### config.mk
export PLATFORM = sky130hd
export DESIGN_NAME = sqwave_gen
export DESIGN_NICKNAME = d
export VERILOG_FILES = /design/src/rtl/sqw_pkg.sv /design/src/rtl/sqw_modreg.sv /design/src/rtl/sqw_counter.sv /design/src/rtl/sqw_phase.sv /design/src/rtl/sqwave_gen.sv
export SDC_FILE = /design/constraint.sdc
export NUM_CORES = 1
export LEC_CHECK = 0
export ABC_AREA = 1
export BUFFER_PORTS_ARGS = -buffer_cell sky130_fd_sc_hd__buf_4
export CAP_MARGIN = 20
export CORE_ASPECT_RATIO = 0.9
export CORE_MARGIN = 10
export CORE_UTILIZATION = 27
export CTS_CLUSTER_SIZE = 8
export DETAILED_ROUTE_END_ITERATION = 12
export MAX_ROUTING_LAYER = met4
export PLACE_DENSITY = 0.42
export SYNTH_ARGS = -nofsm -noshare
export SYNTH_HDL_FRONTEND = slang
export SYNTH_SLANG_ARGS = --single-unit
### constraint.sdc
create_clock -name clk -period 6.2 [get_ports clk]
set_input_delay 1.86 -clock clk [delete_from_list [all_inputs] [get_ports clk]]
set_output_delay 1.86 -clock clk [all_outputs]
set_load 0.02 [all_outputs]
### src/rtl/sqw_pkg.sv
package sqw_pkg;

   // Register addresses seen on the write port
   typedef enum logic {
      SQW_ADDR_MOD  = 1'b0,
      SQW_ADDR_CTRL = 1'b1
   } sqw_addr_e;

   // Bit of the control word that clears the sticky error flag
   localparam int SQW_CTRL_CLR_BIT = 0;

   // Smallest legal modulus
   localparam int SQW_MIN_MOD = 2;

endpackage

### src/rtl/sqw_modreg.sv
module sqw_modreg
   import sqw_pkg::*;
#(
   parameter int W         = 16,
   parameter int RESET_MOD = 4
) (
   input  logic         clk,
   input  logic         rst,
   input  logic         wr_en,
   input  logic         wr_addr,
   input  logic [W-1:0] wr_data,
   output logic [W-1:0] pend_mod,
   output logic         err_flag
);

   localparam logic [W-1:0] RST_VAL = W'(RESET_MOD);
   localparam logic [W-1:0] MIN_VAL = W'(SQW_MIN_MOD);

   logic mod_wr;
   logic ctl_wr;
   logic legal;

   assign mod_wr = wr_en && (sqw_addr_e'(wr_addr) == SQW_ADDR_MOD);
   assign ctl_wr = wr_en && (sqw_addr_e'(wr_addr) == SQW_ADDR_CTRL);
   assign legal  = !wr_data[0] && (wr_data >= MIN_VAL);

   always_ff @(posedge clk) begin
      if (rst) begin
         pend_mod <= RST_VAL;
      end else if (mod_wr && legal) begin
         pend_mod <= wr_data;
      end
   end

   always_ff @(posedge clk) begin
      if (rst) begin
         err_flag <= 1'b0;
      end else if (mod_wr && !legal) begin
         err_flag <= 1'b1;
      end else if (ctl_wr && wr_data[SQW_CTRL_CLR_BIT]) begin
         err_flag <= 1'b0;
      end
   end

endmodule

### src/rtl/sqw_counter.sv
module sqw_counter #(
   parameter int W         = 16,
   parameter int RESET_MOD = 4
) (
   input  logic         clk,
   input  logic         rst,
   input  logic         en,
   input  logic [W-1:0] pend_mod,
   output logic [W-1:0] cnt,
   output logic [W-1:0] mod_cur
);

   localparam logic [W-1:0] RST_VAL = W'(RESET_MOD);
   localparam logic [W-1:0] ONE     = W'(1);

   logic at_top;

   assign at_top = (cnt == (mod_cur - ONE));

   always_ff @(posedge clk) begin
      if (rst) begin
         cnt     <= '0;
         mod_cur <= RST_VAL;
      end else if (!en) begin
         cnt     <= '0;
         mod_cur <= pend_mod;
      end else if (at_top) begin
         cnt     <= '0;
         mod_cur <= pend_mod;
      end else begin
         cnt     <= cnt + ONE;
      end
   end

endmodule

### src/rtl/sqw_phase.sv
module sqw_phase #(
   parameter int W       = 16,
   parameter bit QUAD_EN = 1'b1
) (
   input  logic         clk,
   input  logic         rst,
   input  logic         en,
   input  logic [W-1:0] cnt,
   input  logic [W-1:0] mod_cur,
   output logic         sq_i,
   output logic         sq_q,
   output logic         quad_valid
);

   logic [W-1:0] half_pt;

   assign half_pt = mod_cur >> 1;

   always_ff @(posedge clk) begin
      if (rst) begin
         sq_i <= 1'b0;
      end else begin
         sq_i <= en && (cnt < half_pt);
      end
   end

   generate
      if (QUAD_EN) begin : g_quad
         logic [W-1:0] qtr_pt;
         logic [W-1:0] end_pt;
         logic         q_ok;

         assign qtr_pt = mod_cur >> 2;
         assign end_pt = qtr_pt + half_pt;
         assign q_ok   = (mod_cur[1:0] == 2'b00);

         always_ff @(posedge clk) begin
            if (rst) begin
               sq_q <= 1'b0;
            end else begin
               sq_q <= en && q_ok && (cnt >= qtr_pt) && (cnt < end_pt);
            end
         end

         assign quad_valid = q_ok;
      end else begin : g_noquad
         assign sq_q       = 1'b0;
         assign quad_valid = 1'b0;
      end
   endgenerate

endmodule

### src/rtl/sqwave_gen.sv
module sqwave_gen #(
   parameter int CNT_W     = 16,
   parameter int RESET_MOD = 4,
   parameter bit QUAD_EN   = 1'b1
) (
   input  logic             clk,
   input  logic             rst,
   input  logic             en,
   input  logic             wr_en,
   input  logic             wr_addr,
   input  logic [CNT_W-1:0] wr_data,
   output logic             sq_i,
   output logic             sq_q,
   output logic             quad_valid,
   output logic             err_flag,
   output logic [CNT_W-1:0] mod_cur
);

   localparam int MAX_MOD = (1 << CNT_W) - 2;

   // Elaboration-time parameter checks
   if (CNT_W < 3 || CNT_W > 31) begin : g_bad_width
      $error("sqwave_gen: CNT_W must lie between 3 and 31");
   end
   if (RESET_MOD < 2 || RESET_MOD > MAX_MOD || (RESET_MOD % 2) != 0) begin : g_bad_reset
      $error("sqwave_gen: RESET_MOD must be even, at least 2 and fit CNT_W");
   end

   logic [CNT_W-1:0] pend_mod;
   logic [CNT_W-1:0] cnt_q;

   sqw_modreg #(
      .W         (CNT_W),
      .RESET_MOD (RESET_MOD)
   ) u_modreg (
      .clk      (clk),
      .rst      (rst),
      .wr_en    (wr_en),
      .wr_addr  (wr_addr),
      .wr_data  (wr_data),
      .pend_mod (pend_mod),
      .err_flag (err_flag)
   );

   sqw_counter #(
      .W         (CNT_W),
      .RESET_MOD (RESET_MOD)
   ) u_counter (
      .clk      (clk),
      .rst      (rst),
      .en       (en),
      .pend_mod (pend_mod),
      .cnt      (cnt_q),
      .mod_cur  (mod_cur)
   );

   sqw_phase #(
      .W       (CNT_W),
      .QUAD_EN (QUAD_EN)
   ) u_phase (
      .clk        (clk),
      .rst        (rst),
      .en         (en),
      .cnt        (cnt_q),
      .mod_cur    (mod_cur),
      .sq_i       (sq_i),
      .sq_q       (sq_q),
      .quad_valid (quad_valid)
   );

endmodule

Word level (Yosys, flattened, before mapping)

Index checks and enable logic that the tools add are counted.

Flip-flop bits (word level): 51
Input bits: 21

Reduce and logical (&&, ||, !) cells: 15
Add/sub/neg operators: 3
Equality and inequality tests: 2
Bitwise gates (word level): 2
Multiplexer cells: 4
$lt $le $gt $ge: 4

Operators by type and width:

| kind                                                                                  | count |
|---|---|
| 16-bit 2-to-1 mux                                                                     | 2 |
| 14-bit by 15-bit adder with 16-bit output                                             | 1 |
| 16-bit by 1-bit adder with 16-bit output (second input constant)                      | 1 |
| 16-bit == test                                                                        | 1 |
| 16-bit by 14-bit greater-or-equal comparator with 1-bit output                        | 1 |
| 16-bit by 2-bit greater-or-equal comparator with 1-bit output (second input constant) | 1 |
| 16-bit by 15-bit less-than comparator with 1-bit output                               | 1 |
| 16-bit less-than comparator                                                           | 1 |
| 16-bit by 1-bit subtractor with 16-bit output (second input constant)                 | 1 |
| 1-bit logical AND                                                                     | 10 |
| 3-bit OR reduction                                                                    | 1 |
| 1-bit logical NOT                                                                     | 2 |
| 2-bit logical NOT                                                                     | 1 |
| 1-bit 2-to-1 mux                                                                      | 2 |
| 2-bit by 1-bit inequality test with 1-bit output (second input constant)              | 1 |
| 1-bit NOT                                                                             | 2 |
| 2-bit nonzero test                                                                    | 1 |

Logic depth before layout (Yosys ltp)

Word-level depth: 5
Depth in mapped cells: 17

By module

Synthesis repeated with hierarchy kept, for this count alone.

Cell total of the unflattened synthesis: 758
Area, all modules: 4,845.9 um2

Modules (own cells, without submodules):

| module      | area an instance (um2) | times used | seq. area each (um2) | cells each |
|---|---|---|---|---|
| sqw_counter | 1,988.2                | 1          | 640.6                | 307 |
| sqw_phase   | 1,894.3                | 1          | 40.0                 | 302 |
| sqw_modreg  | 963.4                  | 1          | 340.3                | 149 |

Least setup slack after synthesis

No wires, ideal clock.

Kind: input to register
From: input port wr_data[8]
To: register u_modreg.pend_mod[10]
Setup slack: 3,185 ps
Required time: 6,068 ps
Stages on the path: 7
Arrival time: 2,883 ps
Path through: nor4_1 > nand4_1 > nand3_1 > inv_1 > clkbuf_1 > nand2_1 > a21oi_1

Word-level cells in the longest chain between the ends: 3

RTL lines:

| what                                                          | line             | RTL |
|---|---|---|
| from (decl)                                                   | sqwave_gen.sv:11 | `input logic [CNT_W-1:0] wr_data,` |
| 16-bit by 2-bit greater-or-equal comparator with 1-bit output | sqw_modreg.sv:25 | `assign legal = !wr_data[0] && (wr_data >= MIN_VAL);` |
| 1-bit logical AND                                             | sqw_modreg.sv:25 |  |
| 1-bit logical AND                                             | sqw_modreg.sv:30 | `end else if (mod_wr && legal) begin` |
| to (signal assigned)                                          | sqw_modreg.sv:31 | `pend_mod <= wr_data;` |
| to (decl)                                                     | sqw_modreg.sv:12 | `output logic [W-1:0] pend_mod,` |

No other way between the ends.
A chain may end at the register's enable or synchronous reset.

Worst setup path in the final report

From: register u_counter.mod_cur[0]
To: output port quad_valid

Word-level cells in the longest chain between the ends: 1

RTL lines:

| what                   | line              | RTL |
|---|---|---|
| from (decl)            | sqw_counter.sv:10 | `output logic [W-1:0] mod_cur` |
| from (signal assigned) | sqw_counter.sv:26 | `mod_cur <= pend_mod;` |
| from (signal assigned) | sqw_counter.sv:29 | `mod_cur <= pend_mod;` |
| 2-bit logical NOT      | sqw_phase.sv:35   | `assign q_ok = (mod_cur[1:0] == 2'b00);` |
| to (decl)              | sqwave_gen.sv:14  | `output logic quad_valid,` |

No other way between the ends.

==> flow_summary_export.csv <==
group,metric,value,unit
cells_and_area,final_layout_size_suffix_gt1_share,10.6,%
floorplan,dieWidth,157,µm
clock_tree,cts_setup_buffers,0,
critical_path,required,4.34,ns
clock_tree,ctsResizeCount,0,
place,place_inst,878,
critical_path,critPathMaxFanout,6,
timing,fmax,0.298,GHz
detailed_routing,num_vias,4109,
critical_path,r2r_slack,2.96,ns
critical_path,cp-end-kind,"primary output",
yosys,ys_top_cells_by_count,"nand2_1 (164), ha_1 (78), a21oi_1 (70)",
power,power_density,169,mW/mm²
timing,rsz0062_at_grt,"false",
timing,period_needed,3.36,ns
clock_tree,worstSkewPairLatency,0.29,ns
clock_tree,ctsHoldBuffers,0,
detailed_routing,drtPass1Iterations,4,
timing,min_period_over_period,54.2,%
timing,relSlewSlack,59.8,%
cells_and_area,layout.nets,778,
clock_tree,path_clk_slew,0.07,ns
critical_path,r2r_cells,14,
grt,grt_antenna_before_repair,0,
yosys,yosys-top-cells-area,"dfxtp_1 (22%), ha_1 (21%), nand2_1 (14%)",
yosys,synth-main-ff-cell,"dfxtp_1",
timing,drv_slew,0,
detailed_routing,totalWireLength,12700,µm
cells_and_area,fill_cells,1782,
run,maxCapViolations,0,
grt,grt_pass1_wl,20900,µm
timing,worst_pin_slew,0.601,ns
floorplan,die_area,0.0224,mm²
yosys,syn-cell-area,0.00454,mm²
yosys,post_synth_num_cell_types,36,
critical_path,path_class,"reg2out",
worst_hold_path,hold_depth,2,
cells_and_area,n_antenna_cell,0,
worst_hold_path,hold_class,"reg2reg",
timing,skew,0.00490,ns
detailed_routing,drtIter0Drc,225,
floorplan,core,0.0163,mm²
timing,hold_viol,0,
yosys,synthCells,645,
power,p_leak,2.49,nW
floorplan,num_io_pins,41,
yosys,synth_top_area_share,22.5,%
yosys,yosysMostFrequentCell,"nand2_1",
outcome,status,"finished, final reports clean",
detailed_routing,vias_per_cell,4.64,
place,dpl.hpwl,10500,µm
yosys,syn_nets,745,
clock_tree,cts.sinks,51,
yosys,synth_edf_count,0,
grt,grt_pass1_vias,4120,
timing,final.setup.tns,0,ns
timing,setup_viol,0,
grt,overflow,0,
yosys,synth.yosys.seq_area_share,22.5,%
yosys,synth_area_per_cell,7.04,µm²
yosys,ys_warn_count,0,
detailed_routing,drc,0,
place,portBuffers,40,
cells_and_area,area_growth,13.7,%
place,place_congestion,0.841,
power,finalPower,0.871,mW
clock_tree,cts_tree,"done",
cells_and_area,regArea,0.00102,mm²
critical_path,worstPathArrival,1.50,ns
cells_and_area,stdcell_count,886,
cells_and_area,multi_input_area,0.00320,mm²
critical_path,cp-start-kind,"register",
grt,grtUsageTotal,11.9,%
clock_tree,cts_buffer_depth,2,
detailed_routing,post_drt_wl_per_cell,14.3,µm
clock_tree,cts_buffers,5,
clock_tree,root_buffer,"clkbuf_16",
floorplan,start_util,27.9,%
yosys,async_flop_share,0,%
clock_tree,htreeDepth,2,
power,vdd_ir_drop_max,0.134,mV
detailed_routing,postRouteAntennaNets,0,
floorplan,num_rows,44,
yosys,ys_seq_elements,51,
floorplan,die_y,143,µm
grt,grt_max_degree,34,
yosys,yosysTopAreaCell,"dfxtp_1",
## flip-flops by register name (all words and copies together) (netlist names)
register / count
u_counter.mod_cur: 16
u_modreg.pend_mod: 16
u_phase.sq_i: 1
u_modreg.err_flag: 1
u_counter.cnt: 16
u_phase.sq_q: 1
## routing by layer
metal	wire length [µm]	vias up	GRT usage (%)
li1	-	2192	-
met1	6600	1853	15.9
met2	5550	54	18.7
met3	366	10	1.74
met4	136	0	2.43
met5	0	-	-
## worst max-delay path, cell delays in order (launching register included)
cell and delay, ns:
dfxtp_1 0.47, inv_2 0.13, ha_1 0.38, buf_4 0.23
## logic make-up after synthesis
family / synth area share (%)
AO/OA/AOI/OAI: 10.6
XOR/XNOR: 7.52
adder cells (fa/ha/maj): 21.9
buffers and inverters: 7.08
flip-flops: 22.5
AND/OR/NAND/NOR: 30.4
## area by class of cell
type / instances / area share, %
timing repair buffer: 40 / 5.82
sequential: 51 / 19.8
inverter: 61 / 4.44
tap: 207 / 5.02
multi-input combinational: 519 / 61.9
clock buffer: 8 / 3.03
## where the power goes
part	leakage, nW	switching (mW)	internal [mW]
Combinational	2.00	0.137	0.0888
Sequential	0.416	0.0167	0.338
Clock	0.0772	0.118	0.172
Total	2.49	0.272	0.599
## path summary, 6_finish.rpt
kind,startpoint,endpoint
worst min-delay path,u_modreg.pend_mod[8],u_modreg.pend_mod[8]
worst max-delay path,u_counter.mod_cur[0],quad_valid
worst max register to register,u_counter.mod_cur[5],u_phase.sq_q
worst min register to register,u_modreg.pend_mod[8],u_modreg.pend_mod[8]
## through the flow
step	worst slack [ns]	util, %	hold slack (ns)	instance area (µm²)
final	2.84	31.7	0.465	5160
after global routing	2.61	31.7	0.482	5160
after CTS	2.74	31.7	0.463	5160
after detailed placement	2.47	30.7	0.451	5010
after global placement	2.54	30.7	0.456	5010
after floorplan	3.19	-	0.429	4540
## layout by cell type (no fill, tap or decap), types with 4 or more instances in the layout
| cell | synthesis | routed |
|---|---|---|
| dfxtp_1 | 51 | 51 |
| ha_1 | 78 | 78 |
| inv_1 | 59 | 59 |
| clkbuf_16 | 0 | 5 |
| nand3_2 | 13 | 13 |
| nand2_1 | 164 | 164 |
| a21oi_1 | 70 | 70 |
| nor2_1 | 61 | 61 |
| nand3_1 | 41 | 41 |
| nor3_1 | 5 | 5 |
| xor2_1 | 18 | 18 |
| o21ai_0 | 14 | 14 |
| nor2_2 | 4 | 4 |
| nand4_1 | 9 | 9 |
| xnor2_1 | 21 | 21 |
| buf_4 | 2 | 40 |
Power figures use the tool's default switching activity.
